==> src/rtl/ras_pkg.sv <==
package ras_pkg;

   // Operation applied to the stack in one cycle, after priority resolution.
   typedef enum logic [1:0] {
      RAS_IDLE = 2'd0,
      RAS_PUSH = 2'd1,
      RAS_POP  = 2'd2,
      RAS_WAKE = 2'd3
   } ras_op_e;

   // Wake beats return, and return beats call.
   function automatic ras_op_e ras_decode(input logic wake_i,
                                          input logic call_i,
                                          input logic ret_i);
      if (wake_i)
         return RAS_WAKE;
      else if (ret_i)
         return RAS_POP;
      else if (call_i)
         return RAS_PUSH;
      else
         return RAS_IDLE;
   endfunction

endpackage

==> src/rtl/ras_ptr.sv <==
module ras_ptr
   import ras_pkg::*;
#(
   parameter int DEPTH = 4,
   localparam int PTR_W = $clog2(DEPTH)
) (
   input  logic             clk,
   input  logic             rst_n,
   input  ras_op_e          op,
   output logic [PTR_W-1:0] ptr,
   output logic [PTR_W-1:0] ptr_inc
);

   localparam logic [PTR_W-1:0] TOP = PTR_W'(DEPTH - 1);

   logic [PTR_W-1:0] ptr_dec;

   // DEPTH is a power of two, so the adders wrap without extra logic.
   assign ptr_inc = ptr + 1'b1;
   assign ptr_dec = ptr - 1'b1;

   always_ff @(posedge clk or negedge rst_n) begin
      if (!rst_n)
         ptr <= TOP;
      else begin
         case (op)
            RAS_PUSH: ptr <= ptr_inc;
            RAS_POP:  ptr <= ptr_dec;
            RAS_WAKE: ptr <= TOP;
            default:  ptr <= ptr;
         endcase
      end
   end

   p_reset_top_r1: assert property (@(posedge clk) disable iff (!rst_n)
      $rose(rst_n) |-> ptr == TOP);

   p_push_advance_r2: assert property (@(posedge clk) disable iff (!rst_n)
      op == RAS_PUSH |=> ptr == PTR_W'($past(ptr) + 1'b1));

   p_pop_retreat_r3: assert property (@(posedge clk) disable iff (!rst_n)
      op == RAS_POP |=> ptr == PTR_W'($past(ptr) - 1'b1));

   p_push_wrap_r4: assert property (@(posedge clk) disable iff (!rst_n)
      (op == RAS_PUSH && ptr == TOP) |=> ptr == '0);

   p_pop_wrap_r5: assert property (@(posedge clk) disable iff (!rst_n)
      (op == RAS_POP && ptr == '0) |=> ptr == TOP);

   p_wake_top_r7: assert property (@(posedge clk) disable iff (!rst_n)
      op == RAS_WAKE |=> ptr == TOP);

   p_idle_hold_r9: assert property (@(posedge clk) disable iff (!rst_n)
      op == RAS_IDLE |=> $stable(ptr));

endmodule

==> src/rtl/ras_bank.sv <==
module ras_bank #(
   parameter int DEPTH = 4,
   parameter int PC_W  = 13,
   localparam int PTR_W = $clog2(DEPTH)
) (
   input  logic                        clk,
   input  logic                        rst_n,
   input  logic                        wr_en,
   input  logic [PTR_W-1:0]            wr_idx,
   input  logic [PC_W-1:0]             wr_data,
   output logic [DEPTH-1:0][PC_W-1:0]  stage
);

   logic [DEPTH-1:0] sel;

   // One register stage per entry; no reset, contents survive reset and wake.
   for (genvar i = 0; i < DEPTH; i++) begin : g_stage
      assign sel[i] = wr_en && (wr_idx == PTR_W'(i));

      always_ff @(posedge clk) begin
         if (sel[i])
            stage[i] <= wr_data;
      end

      p_stage_hold_r8: assert property (@(posedge clk) disable iff (!rst_n)
         !sel[i] |=> $stable(stage[i]));
   end

   p_one_write_r2: assert property (@(posedge clk) disable iff (!rst_n)
      $onehot0(sel));

endmodule

==> src/rtl/ras_rdmux.sv <==
module ras_rdmux #(
   parameter int DEPTH       = 4,
   parameter int PC_W        = 13,
   parameter bit ONEHOT_READ = 1'b0,
   localparam int PTR_W = $clog2(DEPTH)
) (
   input  logic [DEPTH-1:0][PC_W-1:0] stage,
   input  logic [PTR_W-1:0]           rd_idx,
   output logic [PC_W-1:0]            rd_data
);

   if (ONEHOT_READ) begin : g_andor
      // Flat AND-OR tree: one gate level per stage, no decoder chain.
      always_comb begin
         rd_data = '0;
         for (int k = 0; k < DEPTH; k++)
            rd_data = rd_data | (stage[k] & {PC_W{rd_idx == PTR_W'(k)}});
      end
   end else begin : g_index
      assign rd_data = stage[rd_idx];
   end

endmodule

==> src/rtl/ret_addr_stack.sv <==
module ret_addr_stack
   import ras_pkg::*;
#(
   parameter int PC_W        = 13,
   parameter int DEPTH       = 4,
   parameter bit ONEHOT_READ = 1'b0
) (
   input  logic            clk,
   input  logic            rst_n,
   input  logic            wake,
   input  logic            call_req,
   input  logic            ret_req,
   input  logic [PC_W-1:0] call_pc,
   output logic [PC_W-1:0] ret_pc
);

   localparam int PTR_W = $clog2(DEPTH);

   if (DEPTH < 2 || (DEPTH & (DEPTH - 1)) != 0) begin : g_bad_depth
      $error("ret_addr_stack: DEPTH must be a power of two of at least 2");
   end
   if (PC_W < 1) begin : g_bad_width
      $error("ret_addr_stack: PC_W must be at least 1");
   end

   ras_op_e                      op;
   logic [PTR_W-1:0]             ptr;
   logic [PTR_W-1:0]             ptr_inc;
   logic [DEPTH-1:0][PC_W-1:0]   stage;

   assign op = ras_decode(wake, call_req, ret_req);

   ras_ptr #(.DEPTH(DEPTH)) i_ptr (
      .clk     (clk),
      .rst_n   (rst_n),
      .op      (op),
      .ptr     (ptr),
      .ptr_inc (ptr_inc)
   );

   // A push writes the stage the advanced pointer will select.
   ras_bank #(.DEPTH(DEPTH), .PC_W(PC_W)) i_bank (
      .clk     (clk),
      .rst_n   (rst_n),
      .wr_en   (op == RAS_PUSH),
      .wr_idx  (ptr_inc),
      .wr_data (call_pc),
      .stage   (stage)
   );

   ras_rdmux #(.DEPTH(DEPTH), .PC_W(PC_W), .ONEHOT_READ(ONEHOT_READ)) i_rdmux (
      .stage   (stage),
      .rd_idx  (ptr),
      .rd_data (ret_pc)
   );

   p_call_visible_r2: assert property (@(posedge clk) disable iff (!rst_n)
      (call_req && !ret_req && !wake) |=> ret_pc == $past(call_pc));

   p_idle_output_r9: assert property (@(posedge clk) disable iff (!rst_n)
      (!call_req && !ret_req && !wake) |=> $stable(ret_pc));

endmodule

==> config.mk <==
export PLATFORM = sky130hd
export DESIGN_NAME = ret_addr_stack
export DESIGN_NICKNAME = d
export VERILOG_FILES = /design/src/rtl/ras_pkg.sv /design/src/rtl/ras_ptr.sv /design/src/rtl/ras_bank.sv /design/src/rtl/ras_rdmux.sv /design/src/rtl/ret_addr_stack.sv
export SDC_FILE = /design/constraint.sdc
export NUM_CORES = 1
export LEC_CHECK = 0
export ABC_AREA = 1
export BUFFER_PORTS_ARGS = -buffer_cell sky130_fd_sc_hd__clkbuf_2
export CORE_ASPECT_RATIO = 1.75
export CORE_MARGIN = 1.5
export CORE_UTILIZATION = 45
export CTS_CLUSTER_DIAMETER = 150
export DETAILED_ROUTE_END_ITERATION = 8
export PLACE_DENSITY_LB_ADDON = 0.08
export SETUP_SLACK_MARGIN = 0.02
export SYNTH_ARGS = -nofsm -noshare
export SYNTH_HDL_FRONTEND = slang
export SYNTH_SLANG_ARGS = --single-unit
==> constraint.sdc <==
create_clock -name clk -period 2.86 [get_ports clk]
set_clock_uncertainty 0.05 [all_clocks]
set_input_delay 0.143 -clock clk [delete_from_list [all_inputs] [get_ports clk]]
set_output_delay 0.143 -clock clk [all_outputs]
set_load 0.005 [all_outputs]
# ---- After elaboration in Yosys (flattened, before gate mapping)
# Cells that the tools add are included.
dict set report op_classes {
  eq_ne 6
  n_addsub 2
  order_cmp 1
  reduce_logical 6
  n_mux 6
}
# op count
set ops {}
lappend ops {{13-bit binary-select mux with 2-bit select} 1}
lappend ops {{13-bit two-way mux} 1}
lappend ops {{2-bit equality test (second input constant)} 4}
lappend ops {{2-bit one-hot mux with 3 select lines} 1}
lappend ops {{2-bit by 1-bit equality test with 1-bit output (second input constant)} 2}
lappend ops {{1-bit logical AND} 4}
lappend ops {{2-bit two-way mux} 2}
lappend ops {{2-bit by 3-bit < comparator with 1-bit output (second input constant)} 1}
lappend ops {{3-bit nonzero test} 1}
lappend ops {{2-bit by 1-bit adder with 2-bit output (second input constant)} 1}
lappend ops {{2-bit zero test} 1}
lappend ops {{2-bit by 1-bit subtractor with 2-bit output (second input constant)} 1}
lappend ops {{1-bit two-way mux} 1}
dict set report totals {
  ff_bits 54
  output_inout_bits 13
  wordCells 26
}

# ---- Depth between registers and ports, before layout
# Gate-level depths: netlist of the first run.
dict set report depth {
  depth_word 5
  ltp_mapped 7
  mapped_depth_nobuf 5
}

# ---- Modules after synthesis
# A second synthesis of the first run with hierarchy kept.
dict set report hier_totals {
  cells_unflattened 236
  area_unflattened_um2 2404.8
}
# mod instances seq_area_each_um2 cells_each area_each_um2
set modules_own_cells {}
lappend modules_own_cells {ras_bank 1 1561.5 60 1591.5}
lappend modules_own_cells {ras_rdmux 1 0.0 152 664.4}
lappend modules_own_cells {ras_ptr 1 52.6 17 117.6}
lappend modules_own_cells {ret_addr_stack 1 0.0 7 31.3}

# ---- Worst setup path before layout of the first run
# Ideal clock, no wire load.
dict set report synth_timing {
  path_kind {reg-to-reg}
  start {register i_ptr.ptr[0]}
  end {register i_bank.stage[13] (netlist bit), enable pin}
  setup_time_ns 0.382
  n_path_buf 2
  setup_slack_ns 0.979
  required_time_ns 2.428
  synth_period_minus_slack_ns 1.881
  arrival_ns 1.449
  path_stages_with_launch 7
  cell_sequence {dfstp_2 -> buf_6 -> inv_6 -> buf_6 -> ha_1 -> inv_1 -> nor2_1}
}
dict set report synth_via {
  elab_chain_cells 3
}
# item line
set synth_lines {}
lappend synth_lines {{from (decl)} ras_ptr.sv:10} ;# output logic [PTR_W-1:0] ptr,
lappend synth_lines {{from (signal assigned)} ras_ptr.sv:27} ;# RAS_PUSH: ptr <= ptr_inc;
lappend synth_lines {{from (signal assigned)} ras_ptr.sv:28} ;# RAS_POP: ptr <= ptr_dec;
lappend synth_lines {{from (signal assigned)} ras_ptr.sv:30} ;# default: ptr <= ptr;
lappend synth_lines {{2-bit by 1-bit adder with 2-bit output} ras_ptr.sv:19} ;# assign ptr_inc = ptr + 1'b1;
lappend synth_lines {{2-bit by 1-bit equality test with 1-bit output} ras_bank.sv:18} ;# assign sel[i] = wr_en && (wr_idx == PTR_W'(i));
lappend synth_lines {{1-bit logical AND} ras_bank.sv:18}
lappend synth_lines {{named net i_bank.sel[1]} ras_bank.sv:14} ;# logic [DEPTH-1:0] sel;
lappend synth_lines {{to (signal, indexed assignment)} ras_bank.sv:22} ;# stage[i] <= wr_data;
lappend synth_lines {{to (decl)} ras_bank.sv:11} ;# output logic [DEPTH-1:0][PC_W-1:0] stage
# The timed path passes the listed nets, and every way through them passes these cells.
# A chain may end at the register's enable or synchronous reset.

# ---- Worst setup path in the final report of the first run
dict set report layout_timing {
  start {register i_ptr.ptr[1]}
  end {register i_bank.stage[48] (netlist bit), enable pin}
}
dict set report layout_via {
  elab_chain_cells 3
}
# item line
set layout_lines {}
lappend layout_lines {{2-bit by 1-bit adder with 2-bit output} ras_ptr.sv:19}
lappend layout_lines {{2-bit equality test} ras_bank.sv:18}
lappend layout_lines {{1-bit logical AND} ras_bank.sv:18}
lappend layout_lines {{named net i_bank.sel[3]} ras_bank.sv:14}
# The timed path passes the listed nets, and every way through them passes these cells.

==> load_flow_metrics.sql, run 1 <==
INSERT INTO impl_metrics (metric_group, metric, value, unit) VALUES
('synth', 'synth_most_common_cell', 'sky130_fd_sc_hd__nand2_1', ''),
('clocking', 'post-cts-setup-buffers', '0', ''),
('detailed_routing', 'starting_drt_drc_count', '45', ''),
('cells_and_area', 'final_core_utilization', '0.517', ''),
('run_status', 'run_status', 'finished, violations left', ''),
('synth', 'ys.flop_type', 'sky130_fd_sc_hd__edfxtp_1', ''),
('synth', 'yosysTopAreaCellShare', '0.653', ''),
('timing', 'period_minus_slack', '2200', 'ps'),
('global_routing', 'number_of_antenna_violations_at_the_first_check_in_global_routing', '0', ''),
('global_routing', 'global_route_wire_length_before_repair', '7.38', 'mm'),
('global_routing', 'first_global_vias', '1534', ''),
('placed_design', 'buffer_ports.inserted', '30', ''),
('detailed_routing', 'drcViolationCount', '2', ''),
('synth', 'yosysSeqAreaShare', '0.675', ''),
('synth', 'synth_top_cells_by_count', 'sky130_fd_sc_hd__nand2_1 (67), sky130_fd_sc_hd__inv_1 (59), sky130_fd_sc_hd__edfxtp_1 (52)', ''),
('global_routing', 'grt_start_max_net_pins', '30', ''),
('synth', 'ys_types', '14', ''),
('detailed_routing', 'drt-vias-per-instance', '4.78', ''),
('cells_and_area', 'multiInputGateArea', '484', 'um^2'),
('timing', 'unrepaired_setup_endpoints_after_global_routing', 'false', ''),
('synth', 'synthesized_instance_count', '231', ''),
('die', 'placementRows', '35', ''),
('clocking', 'worst_setup_hold_path_clk_slew', '90', 'ps'),
('clocking', 'post_cts_resized', '0', ''),
('timing', 'fin_hold_ws', '29.6', 'ps'),
('die', 'die_height', '99.4', 'um'),
('global_routing', 'grt_overflow', '0', ''),
('global_routing', 'grt_util_all_layers', '0.182', ''),
('clocking', 'cts_hold_buffers', '1', ''),
('placed_design', 'post-place-ws', '631', 'ps'),
('min_path', 'hold_critical_path_depth', '3', ''),
('clocking', 'ctsRootBufferMaster', 'sky130_fd_sc_hd__clkbuf_8', ''),
('pwr', 'static_power_due_to_leakage', '0.00128', 'uW'),
('timing', 'fin_ws', '656', 'ps'),
('run_status', 'violations', 'design-rule violations', ''),
('detailed_routing', 'postRouteAntennaNets', '0', ''),
('synth', 'synth-seq-cells', '54', ''),
('critical_path', 'critical_path.cell_chain', 'ha_1 -> inv_1 -> nor2_1', ''),
('critical_path', 'worst_r2r_setup_slack', '660', 'ps'),
('synth', 'synth_top_cell_by_area', 'sky130_fd_sc_hd__edfxtp_1', ''),
('critical_path', 'rr_worst_depth', '3', ''),
('placed_design', 'hpwl', '3.53', 'mm'),
('critical_path', 'timing.critical_path.fanout_max', '16', ''),
('critical_path', 'worstReg2RegEnd', 'i_bank.stage[48]$_DFFE_PP_', ''),
('cells_and_area', 'antenna_cells', '0', ''),
('placed_design', 'gp_routability_congestion', '0.762', ''),
('die', 'horiz_die_dim', '58.1', 'um'),
('synth', 'synth_warnings', '0', ''),
('critical_path', 'critical_path.max_stage_delay', '780', 'ps'),
('timing', 'worst_slew_pin_slew', '1090', 'ps'),
('cells_and_area', 'post_layout_nonfiller_instances', '325', ''),
('detailed_routing', 'routed-via-count', '1553', ''),
('cells_and_area', 'layout.area.seq', '1610', 'um^2'),
('synth', 'synth_edf_count', '52', ''),
('min_path', 'sink_of_the_worst_hold_path', 'i_ptr.ptr[0]$_DFFE_PN1P_', ''),
('synth', 'syn_avg_cell_area', '10.4', 'um^2'),
('detailed_routing', 'drt_pass1_iterations', '8', ''),
('placed_design', 'placedCellCount', '316', ''),
('critical_path', 'worst_path_max_delay_cell', 'sky130_fd_sc_hd__nor2_1', ''),
('critical_path', 'crit_path_class', 'reg -> reg', ''),
('die', 'coreArea', '5210', 'um^2'),
('critical_path', 'worst_ep_arrival_time', '2080', 'ps'),
('synth', 'yosys-top-cells-area', 'sky130_fd_sc_hd__edfxtp_1 (65%), sky130_fd_sc_hd__nand2_1 (11%), sky130_fd_sc_hd__inv_1 (9.3%)', ''),
('timing', 'timing.final.crit_share', '0.770', ''),
('clocking', 'tritoncts_buffers', '5', ''),
('critical_path', 'cp-start-kind', 'flip-flop', ''),
('clocking', 'clock-sinks', '54', ''),
('die', 'initial_utilization', '0.459', ''),
('timing', 'timing.final.hold_violations', '0', ''),
('synth', 'synthesis.area', '2390', 'um^2'),
('die', 'die-area', '5780', 'um^2');
-- placed cells by master (no fill, tap or decap) --
master / n
sky130_fd_sc_hd__inv_2: 1
sky130_fd_sc_hd__buf_4: 7
sky130_fd_sc_hd__clkinv_1: 1
sky130_fd_sc_hd__clkbuf_8: 5
sky130_fd_sc_hd__nand2_1: 67
sky130_fd_sc_hd__inv_6: 1
sky130_fd_sc_hd__clkbuf_1: 1
sky130_fd_sc_hd__clkbuf_2: 30
sky130_fd_sc_hd__inv_1: 59
sky130_fd_sc_hd__clkinv_2: 1
sky130_fd_sc_hd__o21ai_1: 1
sky130_fd_sc_hd__nand3_1: 30
sky130_fd_sc_hd__edfxtp_1: 52
sky130_fd_sc_hd__dlygate4sd3_1: 1
sky130_fd_sc_hd__nor2_1: 6
sky130_fd_sc_hd__a21oi_1: 1
sky130_fd_sc_hd__ha_1: 4
sky130_fd_sc_hd__dfstp_2: 2
-- per-stage QoR --
stage	power, uW	cell area (um^2)
6_report	1470	2700
3_5_place_dp	1100	2600
3_3_place_gp	1100	2600
2_1_floorplan	1020	2390
4_1_cts	1500	2700
5_1_grt	1530	2700
-- power by group --
group	internal (uW)	total, uW	switching, uW
Clock	169	395	226
Combinational	69.0	182	113
Sequential	884	897	13.0
Total	1120	1470	352
-- logic make-up (layout without fill, tap and decap cells) --
| family | count (synthesis) | after routing | synth area share |
|---|---|---|---|
| buf+inv | 68 | 107 | 0.122 |
| flops | 54 | 54 | 0.675 |
| simple gates | 103 | 103 | 0.177 |
| compound gates | 2 | 2 | 0.00418 |
| fa+ha+maj | 4 | 4 | 0.0209 |
-- worst max-delay path by stage --
stage / endpoint / slack [ps] / cells after the start
global route: i_bank.stage[47]$_DFFE_PP_ / 530 / 3
detailed placement: i_bank.stage[48]$_DFFE_PP_ / 630 / 3
CTS: i_bank.stage[48]$_DFFE_PP_ / 610 / 3
finish: i_bank.stage[48]$_DFFE_PP_ / 660 / 3
floorplan: i_bank.stage[13]$_DFFE_PP_ / 980 / 6
global placement: i_bank.stage[45]$_DFFE_PP_ / 630 / 3
-- state kept, by name (all words and copies together) (netlist names) --
register / count
i_ptr.ptr: 2
i_bank.stage: 52
-- cell type report --
cell class                 instances  area share
clock buffer                       6      0.0269
clock inverter                     2     0.00325
inverter                          61      0.0868
multi-input combinational        109       0.180
sequential                        54       0.599
tap                               55      0.0255
timing repair buffer              38      0.0789
-- critical path, delay by kind of cell (launching register included) --
kind	cells	cell delay, ps
adder cells (fa/ha/maj)	1	210
flip-flops	1	750
buffers and inverters	1	40
AND/OR/NAND/NOR	1	780
-- routing by layer --
metal / up-vias / routed length [um] / track usage / share of wire
met3: 14 / 97 / 0.0312 / 0.020
met1: 711 / 1700 / 0.174 / 0.35
met4: 0 / 258 / 0.113 / 0.053
li1: 793 / - / - / -
met2: 35 / 2790 / 0.341 / 0.58
met5: - / 0 / 0 / 0
No activity file was read; power rests on OpenSTA's default activity.
==> run 2, diff against run 1 <==
==> constraint.sdc (replaced) <==
create_clock -name clk -period 1.8 [get_ports clk]
set_clock_uncertainty 0.05 [all_clocks]
set_input_delay 0.09 -clock clk [delete_from_list [all_inputs] [get_ports clk]]
set_output_delay 0.09 -clock clk [all_outputs]
set_load 0.005 [all_outputs]
==> load_flow_metrics.sql, run 2 (synthesis results as in run 1) <==
INSERT INTO impl_metrics (metric_group, metric, value, unit) VALUES
('run_status', 'run_status', 'finished, violations left', ''),
('run_status', 'violations', 'design-rule violations, negative hold slack', ''),
('placed_design', 'buffer_ports.inserted', '30', ''),
('placed_design', 'placedCellCount', '319', ''),
('critical_path', 'worstReg2RegEnd', 'i_bank.stage[14]$_DFFE_PP_', ''),
('cells_and_area', 'largest_register_ff_count', '52', ''),
('clocking', 'ctsRootBufferMaster', 'sky130_fd_sc_hd__clkbuf_8', ''),
('die', 'pin_count', '31', ''),
('timing', 'slew_headroom', '0.534', ''),
('pwr', 'totalPowerFinal', '2400', 'uW'),
('timing', 'fin_hold_ws', '-17.5', 'ps'),
('cells_and_area', 'antenna_cells', '0', ''),
('critical_path', 'crit_path_class', 'reg -> out', ''),
('pwr', 'vdd_ir_drop_max', '0.000537', 'V'),
('pwr', 'static_power_due_to_leakage', '0.00135', 'uW'),
('run', 'cap_violations', '0', ''),
('clocking', 'worst_setup_hold_path_clk_slew', '90', 'ps'),
('pwr', 'power-per-cell-area', '840', 'nW/um^2'),
('cells_and_area', 'final_core_utilization', '0.548', ''),
('critical_path', 'rr_worst_depth', '4', ''),
('critical_path', 'setup.worst_path.end_class', 'output pin', ''),
('timing', 'unrepaired_setup_endpoints_after_global_routing', 'false', ''),
('placed_design', 'gp_routability_congestion', '0.814', ''),
('global_routing', 'grt_start_max_net_pins', '17', ''),
('detailed_routing', 'drcViolationCount', '1', ''),
('placed_design', 'hpwl', '3.83', 'mm'),
('critical_path', 'worst_ep_arrival_time', '1570', 'ps'),
('timing', 'timing.final.crit_share', '0.951', ''),
('die', 'placementRows', '35', ''),
('timing', 'period_minus_slack', '1710', 'ps'),
('clocking', 'post-cts-setup-buffers', '0', ''),
('die', 'initial_utilization', '0.459', ''),
('detailed_routing', 'starting_drt_drc_count', '34', ''),
('timing', 'slew_viol_final', '0', ''),
('cells_and_area', 'post_layout_nonfiller_instances', '340', ''),
('critical_path', 'cp.required', '1660', 'ps'),
('detailed_routing', 'drt-wirelength-per-cell', '14.9', 'um'),
('global_routing', 'first_global_vias', '1569', ''),
('critical_path', 'cp-start-kind', 'flip-flop', ''),
('global_routing', 'grt_util_all_layers', '0.194', ''),
('timing', 'worst_slew_pin_slew', '699', 'ps'),
('cells_and_area', 'most-common-layout-cells', 'sky130_fd_sc_hd__nand2_1 (67), sky130_fd_sc_hd__inv_1 (59), sky130_fd_sc_hd__edfxtp_1 (52), sky130_fd_sc_hd__clkbuf_2 (30), sky130_fd_sc_hd__nand3_1 (29)', ''),
('timing', 'fin_tns_setup', '0', 'ps'),
('die', 'die-area', '5780', 'um^2'),
('clocking', 'clock_insertion_delay_worst_skew', '300', 'ps'),
('cells_and_area', 'most_frequent_standard_cell_in_the_layout_excluding_fill_and_tap_cells', 'sky130_fd_sc_hd__nand2_1', ''),
('detailed_routing', 'postRouteAntennaNets', '0', ''),
('cells_and_area', 'final_layout_size_suffix_gt1_frac', '0.193', ''),
('timing', 'report.final.setup_viol', '0', ''),
('clocking', 'clock-sinks', '54', ''),
('min_path', 'hold_class', 'in -> reg', ''),
('cells_and_area', 'nets', '306', ''),
('timing', 'timing.final.hold_violations', '4', ''),
('critical_path', 'critical_path.reg2reg.startpoint', 'i_ptr.ptr[1]$_DFFE_PN1P_', ''),
('die', 'horiz_die_dim', '58.1', 'um'),
('global_routing', 'number_of_antenna_violations_at_the_first_check_in_global_routing', '0', ''),
('die', 'coreArea', '5210', 'um^2'),
('die', 'die_height', '99.4', 'um'),
('clocking', 'cts_tree', 'built', ''),
('detailed_routing', 'routed-via-count', '1618', ''),
('clocking', 'htree_levels', '2', ''),
('cells_and_area', 'layout.filler_cells', '510', ''),
('global_routing', 'grt_overflow', '0', ''),
('detailed_routing', 'drt_pass1_iterations', '6', ''),
('cells_and_area', 'multiInputGateArea', '497', 'um^2'),
('timing', 'max_freq', '0.584', 'GHz'),
('clocking', 'ctsLongestPathBuffers', '2', ''),
('global_routing', 'global_route_wire_length_before_repair', '7.76', 'mm'),
('cells_and_area', 'area.growth.synth_to_final', '19.4', '%'),
('cells_and_area', 'largestRegisters', 'i_bank.stage x52, i_ptr.ptr x2', ''),
('clocking', 'tritoncts_buffers', '5', ''),
('critical_path', 'worst_setup_path_endpoint', 'ret_pc[9]', ''),
('critical_path', 'worst_r2r_setup_slack', '160', 'ps'),
('cells_and_area', 'largest_register', 'i_bank.stage', ''),
('cells_and_area', 'layout.area.seq', '1610', 'um^2'),
('critical_path', 'startpoint', 'i_ptr.ptr[0]$_DFFE_PN1P_', ''),
('detailed_routing', 'drt-vias-per-instance', '4.76', ''),
('detailed_routing', 'routed_wl', '5.07', 'mm'),
('critical_path', 'timing.critical_path.fanout_max', '14', '');
==> run 2: report_power, final <==
group,switching (uW),internal (uW)
clock,373,270
sequential,15.5,1400
combinational,196,138
total,585,1810
==> run 2: cell type report <==
class | count | area share
Sequential cell | 54 | 0.565
Timing Repair Buffer | 53 | 0.126
Clock buffer | 6 | 0.0254
Tap cell | 55 | 0.0241
Multi-Input combinational cell | 109 | 0.174
Inverter | 61 | 0.0819
Clock inverter | 2 | 0.00351
==> run 2: repair_timing <==
item / in CTS / in global routing
resized for setup: 0 / 2
hold buffers: 11 / 2
endpoints found under the hold margin: 38 / 6
endpoints found under the setup margin: 0 / 5
==> run 2: critical path, cell delays in order (launching register included) <==
cell	delay [ps]
sky130_fd_sc_hd__dfstp_2	630
sky130_fd_sc_hd__inv_6	50
sky130_fd_sc_hd__buf_4	180
sky130_fd_sc_hd__nand2_1	80
sky130_fd_sc_hd__nand3_1	120
sky130_fd_sc_hd__nand2_1	100
sky130_fd_sc_hd__clkbuf_2	100
==> run 2: through the flow <==
stage | setup slack [ps] | instance area (um^2)
3_3_place_gp | 159 | 2630
5_1_grt | 20.8 | 2860
3_5_place_dp | 165 | 2630
6_report | 87.7 | 2860
2_1_floorplan | 39.8 | 2400
4_1_cts | 31.7 | 2830
==> run 2: how the worst min path moves through the flow <==
stage                    start                    endpoint  slack (ps)  depth (start not counted)
floorplan                rst_n    i_ptr.ptr[0]$_DFFE_PN1P_        -110                          0
global placement         rst_n    i_ptr.ptr[0]$_DFFE_PN1P_          30                          1
detailed placement       rst_n    i_ptr.ptr[0]$_DFFE_PN1P_          30                          1
CTS                 call_pc[3]  i_bank.stage[42]$_DFFE_PP_           2                          1
global route        call_pc[6]  i_bank.stage[32]$_DFFE_PP_           7                          1
finish              call_pc[6]  i_bank.stage[32]$_DFFE_PP_         -20                          1
==> run 2: per-layer routing <==
| metal | vias to the layer above | global-route usage | wire (um) |
|---|---|---|---|
| li1 | 819 | - | - |
| met5 | - | 0 | 0 |
| met1 | 757 | 0.176 | 1690 |
| met3 | 12 | 0.0403 | 142 |
| met2 | 30 | 0.379 | 3060 |
| met4 | 0 | 0.0984 | 182 |
==> run 3, diff against run 2 <==
--- a/config.mk
+++ b/config.mk
@@ -11,6 +11,7 @@
 export CORE_MARGIN = 1.5
 export CORE_UTILIZATION = 45
 export CTS_CLUSTER_DIAMETER = 150
+export CTS_CLUSTER_SIZE = 24
 export DETAILED_ROUTE_END_ITERATION = 8
 export PLACE_DENSITY_LB_ADDON = 0.08
 export SETUP_SLACK_MARGIN = 0.02
==> constraint.sdc (replaced) <==
create_clock -name clk -period 2.04 [get_ports clk]
set_clock_uncertainty 0.05 [all_clocks]
set_input_delay 0.408 -clock clk [delete_from_list [all_inputs] [get_ports clk]]
set_output_delay 0.408 -clock clk [all_outputs]
set_load 0.005 [all_outputs]
==> load_flow_metrics.sql, run 3 (synthesis results as in run 1) <==
INSERT INTO impl_metrics (metric_group, metric, value, unit) VALUES
('run_status', 'run_status', 'finished, violations left', ''),
('run_status', 'violations', 'design-rule violations', ''),
('critical_path', 'cp-start-kind', 'flip-flop', ''),
('detailed_routing', 'drt-vias-per-instance', '4.68', ''),
('timing', 'timing.final.hold_violations', '0', ''),
('detailed_routing', 'drt_pass1_iterations', '6', ''),
('timing', 'timing.final.crit_share', '0.951', ''),
('global_routing', 'grt_util_all_layers', '0.166', ''),
('cells_and_area', 'final_core_utilization', '0.537', ''),
('timing', 'period_minus_slack', '1940', 'ps'),
('timing', 'max_freq', '0.515', 'GHz'),
('cells_and_area', 'antenna_cells', '0', ''),
('cells_and_area', 'most-common-layout-cells', 'sky130_fd_sc_hd__nand2_1 (67), sky130_fd_sc_hd__inv_1 (59), sky130_fd_sc_hd__edfxtp_1 (52), sky130_fd_sc_hd__nand3_1 (30), sky130_fd_sc_hd__clkbuf_2 (30)', ''),
('pwr', 'net_switching_component_of_the_power', '502', 'uW'),
('die', 'die_height', '99.4', 'um'),
('clocking', 'ctsLongestPathBuffers', '2', ''),
('cells_and_area', 'area.growth.synth_to_final', '17.1', '%'),
('cells_and_area', 'most_frequent_standard_cell_in_the_layout_excluding_fill_and_tap_cells', 'sky130_fd_sc_hd__nand2_1', ''),
('timing', 'slew_viol_final', '0', ''),
('cells_and_area', 'nets', '300', ''),
('global_routing', 'global_route_wire_length_before_repair', '7.01', 'mm'),
('placed_design', 'buffer_ports.inserted', '30', ''),
('clocking', 'cts_tree', 'built', ''),
('die', 'initial_utilization', '0.459', ''),
('critical_path', 'critPathBufInv', '3', ''),
('critical_path', 'timing.critical_path.fanout_max', '7', ''),
('global_routing', 'grt_start_max_net_pins', '29', ''),
('critical_path', 'critical_path.max_stage_delay', '610', 'ps'),
('die', 'die-area', '5780', 'um^2'),
('pwr', 'static_power_due_to_leakage', '0.00134', 'uW'),
('pwr', 'power_report.internal_total', '1600', 'uW'),
('clocking', 'clock_insertion_delay_worst_skew', '300', 'ps'),
('die', 'coreArea', '5210', 'um^2'),
('detailed_routing', 'routed-via-count', '1564', ''),
('critical_path', 'worst_path_max_delay_cell', 'sky130_fd_sc_hd__dfstp_2', ''),
('timing', 'report.final.setup_viol', '0', ''),
('critical_path', 'cp.required', '1580', 'ps'),
('detailed_routing', 'starting_drt_drc_count', '47', ''),
('timing', 'fin_tns_setup', '0', 'ps'),
('run', 'cap_violations', '0', ''),
('pwr', 'clkPwrFrac', '0.268', ''),
('global_routing', 'first_global_vias', '1519', ''),
('critical_path', 'worst_ep_arrival_time', '1480', 'ps'),
('min_path', 'hold_class', 'in -> reg', ''),
('cells_and_area', 'largest_register', 'i_bank.stage', ''),
('placed_design', 'hpwl', '2.80', 'mm'),
('critical_path', 'critical_path.cell_chain', 'buf_4 -> buf_4 -> nand2_1 -> nand3_1 -> nand2_1 -> clkbuf_2', ''),
('cells_and_area', 'largest_register_ff_count', '52', ''),
('clocking', 'worst_setup_hold_path_clk_slew', '90', 'ps'),
('pwr', 'seqPwrFrac', '0.594', ''),
('critical_path', 'setup.worst_path.end_class', 'output pin', ''),
('clocking', 'clock-sinks', '54', ''),
('critical_path', 'critical_path.top_delay_family', 'flip-flops', ''),
('detailed_routing', 'drcViolationCount', '2', ''),
('global_routing', 'grt_overflow', '0', ''),
('clocking', 'tritoncts_buffers', '5', ''),
('die', 'horiz_die_dim', '58.1', 'um'),
('timing', 'worst_slew_pin_slew', '718', 'ps'),
('timing', 'unrepaired_setup_endpoints_after_global_routing', 'false', ''),
('critical_path', 'crit_path_class', 'reg -> out', ''),
('pwr', 'power_frac_comb', '0.138', ''),
('timing', 'slew_headroom', '0.519', ''),
('pwr', 'vdd_ir_drop_max', '0.000434', 'V'),
('die', 'placementRows', '35', ''),
('cells_and_area', 'largestRegisters', 'i_bank.stage x52, i_ptr.ptr x2', ''),
('global_routing', 'number_of_antenna_violations_at_the_first_check_in_global_routing', '0', ''),
('cells_and_area', 'layout.filler_cells', '493', ''),
('placed_design', 'post-place-ws', '196', 'ps'),
('detailed_routing', 'routed_wl', '4.26', 'mm'),
('detailed_routing', 'drt-wirelength-per-cell', '12.7', 'um'),
('cells_and_area', 'final_layout_size_suffix_gt1_frac', '0.201', ''),
('clocking', 'htree_levels', '2', ''),
('detailed_routing', 'postRouteAntennaNets', '0', ''),
('pwr', 'power-per-cell-area', '752', 'nW/um^2'),
('pwr', 'power.share.switching', '0.239', ''),
('die', 'pin_count', '31', ''),
('timing', 'fin_ws', '99.0', 'ps'),
('clocking', 'ctsRootBufferMaster', 'sky130_fd_sc_hd__clkbuf_8', ''),
('placed_design', 'gp_routability_congestion', '0.702', '');
## run 3: cell count changes in the layout (fill, tap and decap cells not counted), moves of 2 or more
cell	previous run	this run
sky130_fd_sc_hd__dlygate4sd3_1	13	1
sky130_fd_sc_hd__nor2_2	3	0
sky130_fd_sc_hd__nor2_1	3	6
sky130_fd_sc_hd__buf_12	0	2
sky130_fd_sc_hd__buf_4	9	12
sky130_fd_sc_hd__clkinv_1	0	2
sky130_fd_sc_hd__clkinv_2	2	0
## run 3: area by class of cell
cell class | instances | area [um^2] | share of cell area
flip-flops and latches | 54 | 1610 | 0.577
repair buffers | 47 | 313 | 0.112
clock inverters | 3 | 16.3 | 0.00581
multi-input cells | 109 | 484 | 0.173
clock buffers | 5 | 68.8 | 0.0246
well taps | 55 | 68.8 | 0.0246
inverters | 61 | 234 | 0.0836
## run 3: per-layer routing
| layer | GRT usage | share of wire | vias to the layer above |
|---|---|---|---|
| li1 | - | - | 810 |
| met1 | 0.193 | 0.40 | 712 |
| met2 | 0.289 | 0.55 | 30 |
| met3 | 0.0273 | 0.025 | 12 |
| met4 | 0.0787 | 0.031 | 0 |
| met5 | 0 | 0 | - |
## run 3: final timing paths
kind / from / endpoint / slack (ps) / cells after the start
max: i_ptr.ptr[0]$_DFFE_PN1P_ / ret_pc[3] / 100 / 6
min: call_pc[1] / i_bank.stage[1]$_DFFE_PP_ / 270 / 1
max reg2reg: i_ptr.ptr[0]$_DFFE_PN1P_ / i_bank.stage[35]$_DFFE_PP_ / 140 / 6
min reg2reg: i_ptr.ptr[1]$_DFFE_PN1P_ / i_ptr.ptr[1]$_DFFE_PN1P_ / 760 / 5
max in group asynchronous: rst_n / i_ptr.ptr[1]$_DFFE_PN1P_ / 1380 / 2
min in group asynchronous: rst_n / i_ptr.ptr[0]$_DFFE_PN1P_ / 540 / 2
## run 3: repair_timing
item / 4_1_cts / 5_1_grt
endpoints found under the setup margin: 13 / 13
hold endpoints to repair: 2 / 0
buffers inserted: 1 / 4
hold buffers: 1 / 0
gates resized for setup: 1 / 1
## run 3: power by group through the flow
stage	clock network [uW]	logic [uW]	registers [uW]
after floorplan	0	154	1270
after global placement	0	269	1280
after detailed placement	0	271	1280
after CTS	583	282	1250
after global routing	631	326	1250
final	564	291	1250
## run 3: worst register-to-register path, cell delays in order (launching register included)
cell and delay [ps]:
sky130_fd_sc_hd__dfstp_2 610, sky130_fd_sc_hd__buf_4 130, sky130_fd_sc_hd__buf_4 140, sky130_fd_sc_hd__ha_1 150
sky130_fd_sc_hd__inv_1 30, sky130_fd_sc_hd__nor2_1 210, sky130_fd_sc_hd__buf_4 270
## run 3: stage by stage
step,hold WS (ps),std cells,instance area [um^2],total power [uW]
3_5_place_dp,324,320,2660,1550
6_report,274,334,2800,2100
4_1_cts,265,330,2770,2110
3_3_place_gp,325,320,2660,1550
5_1_grt,260,334,2800,2210
2_1_floorplan,210,231,2390,1430
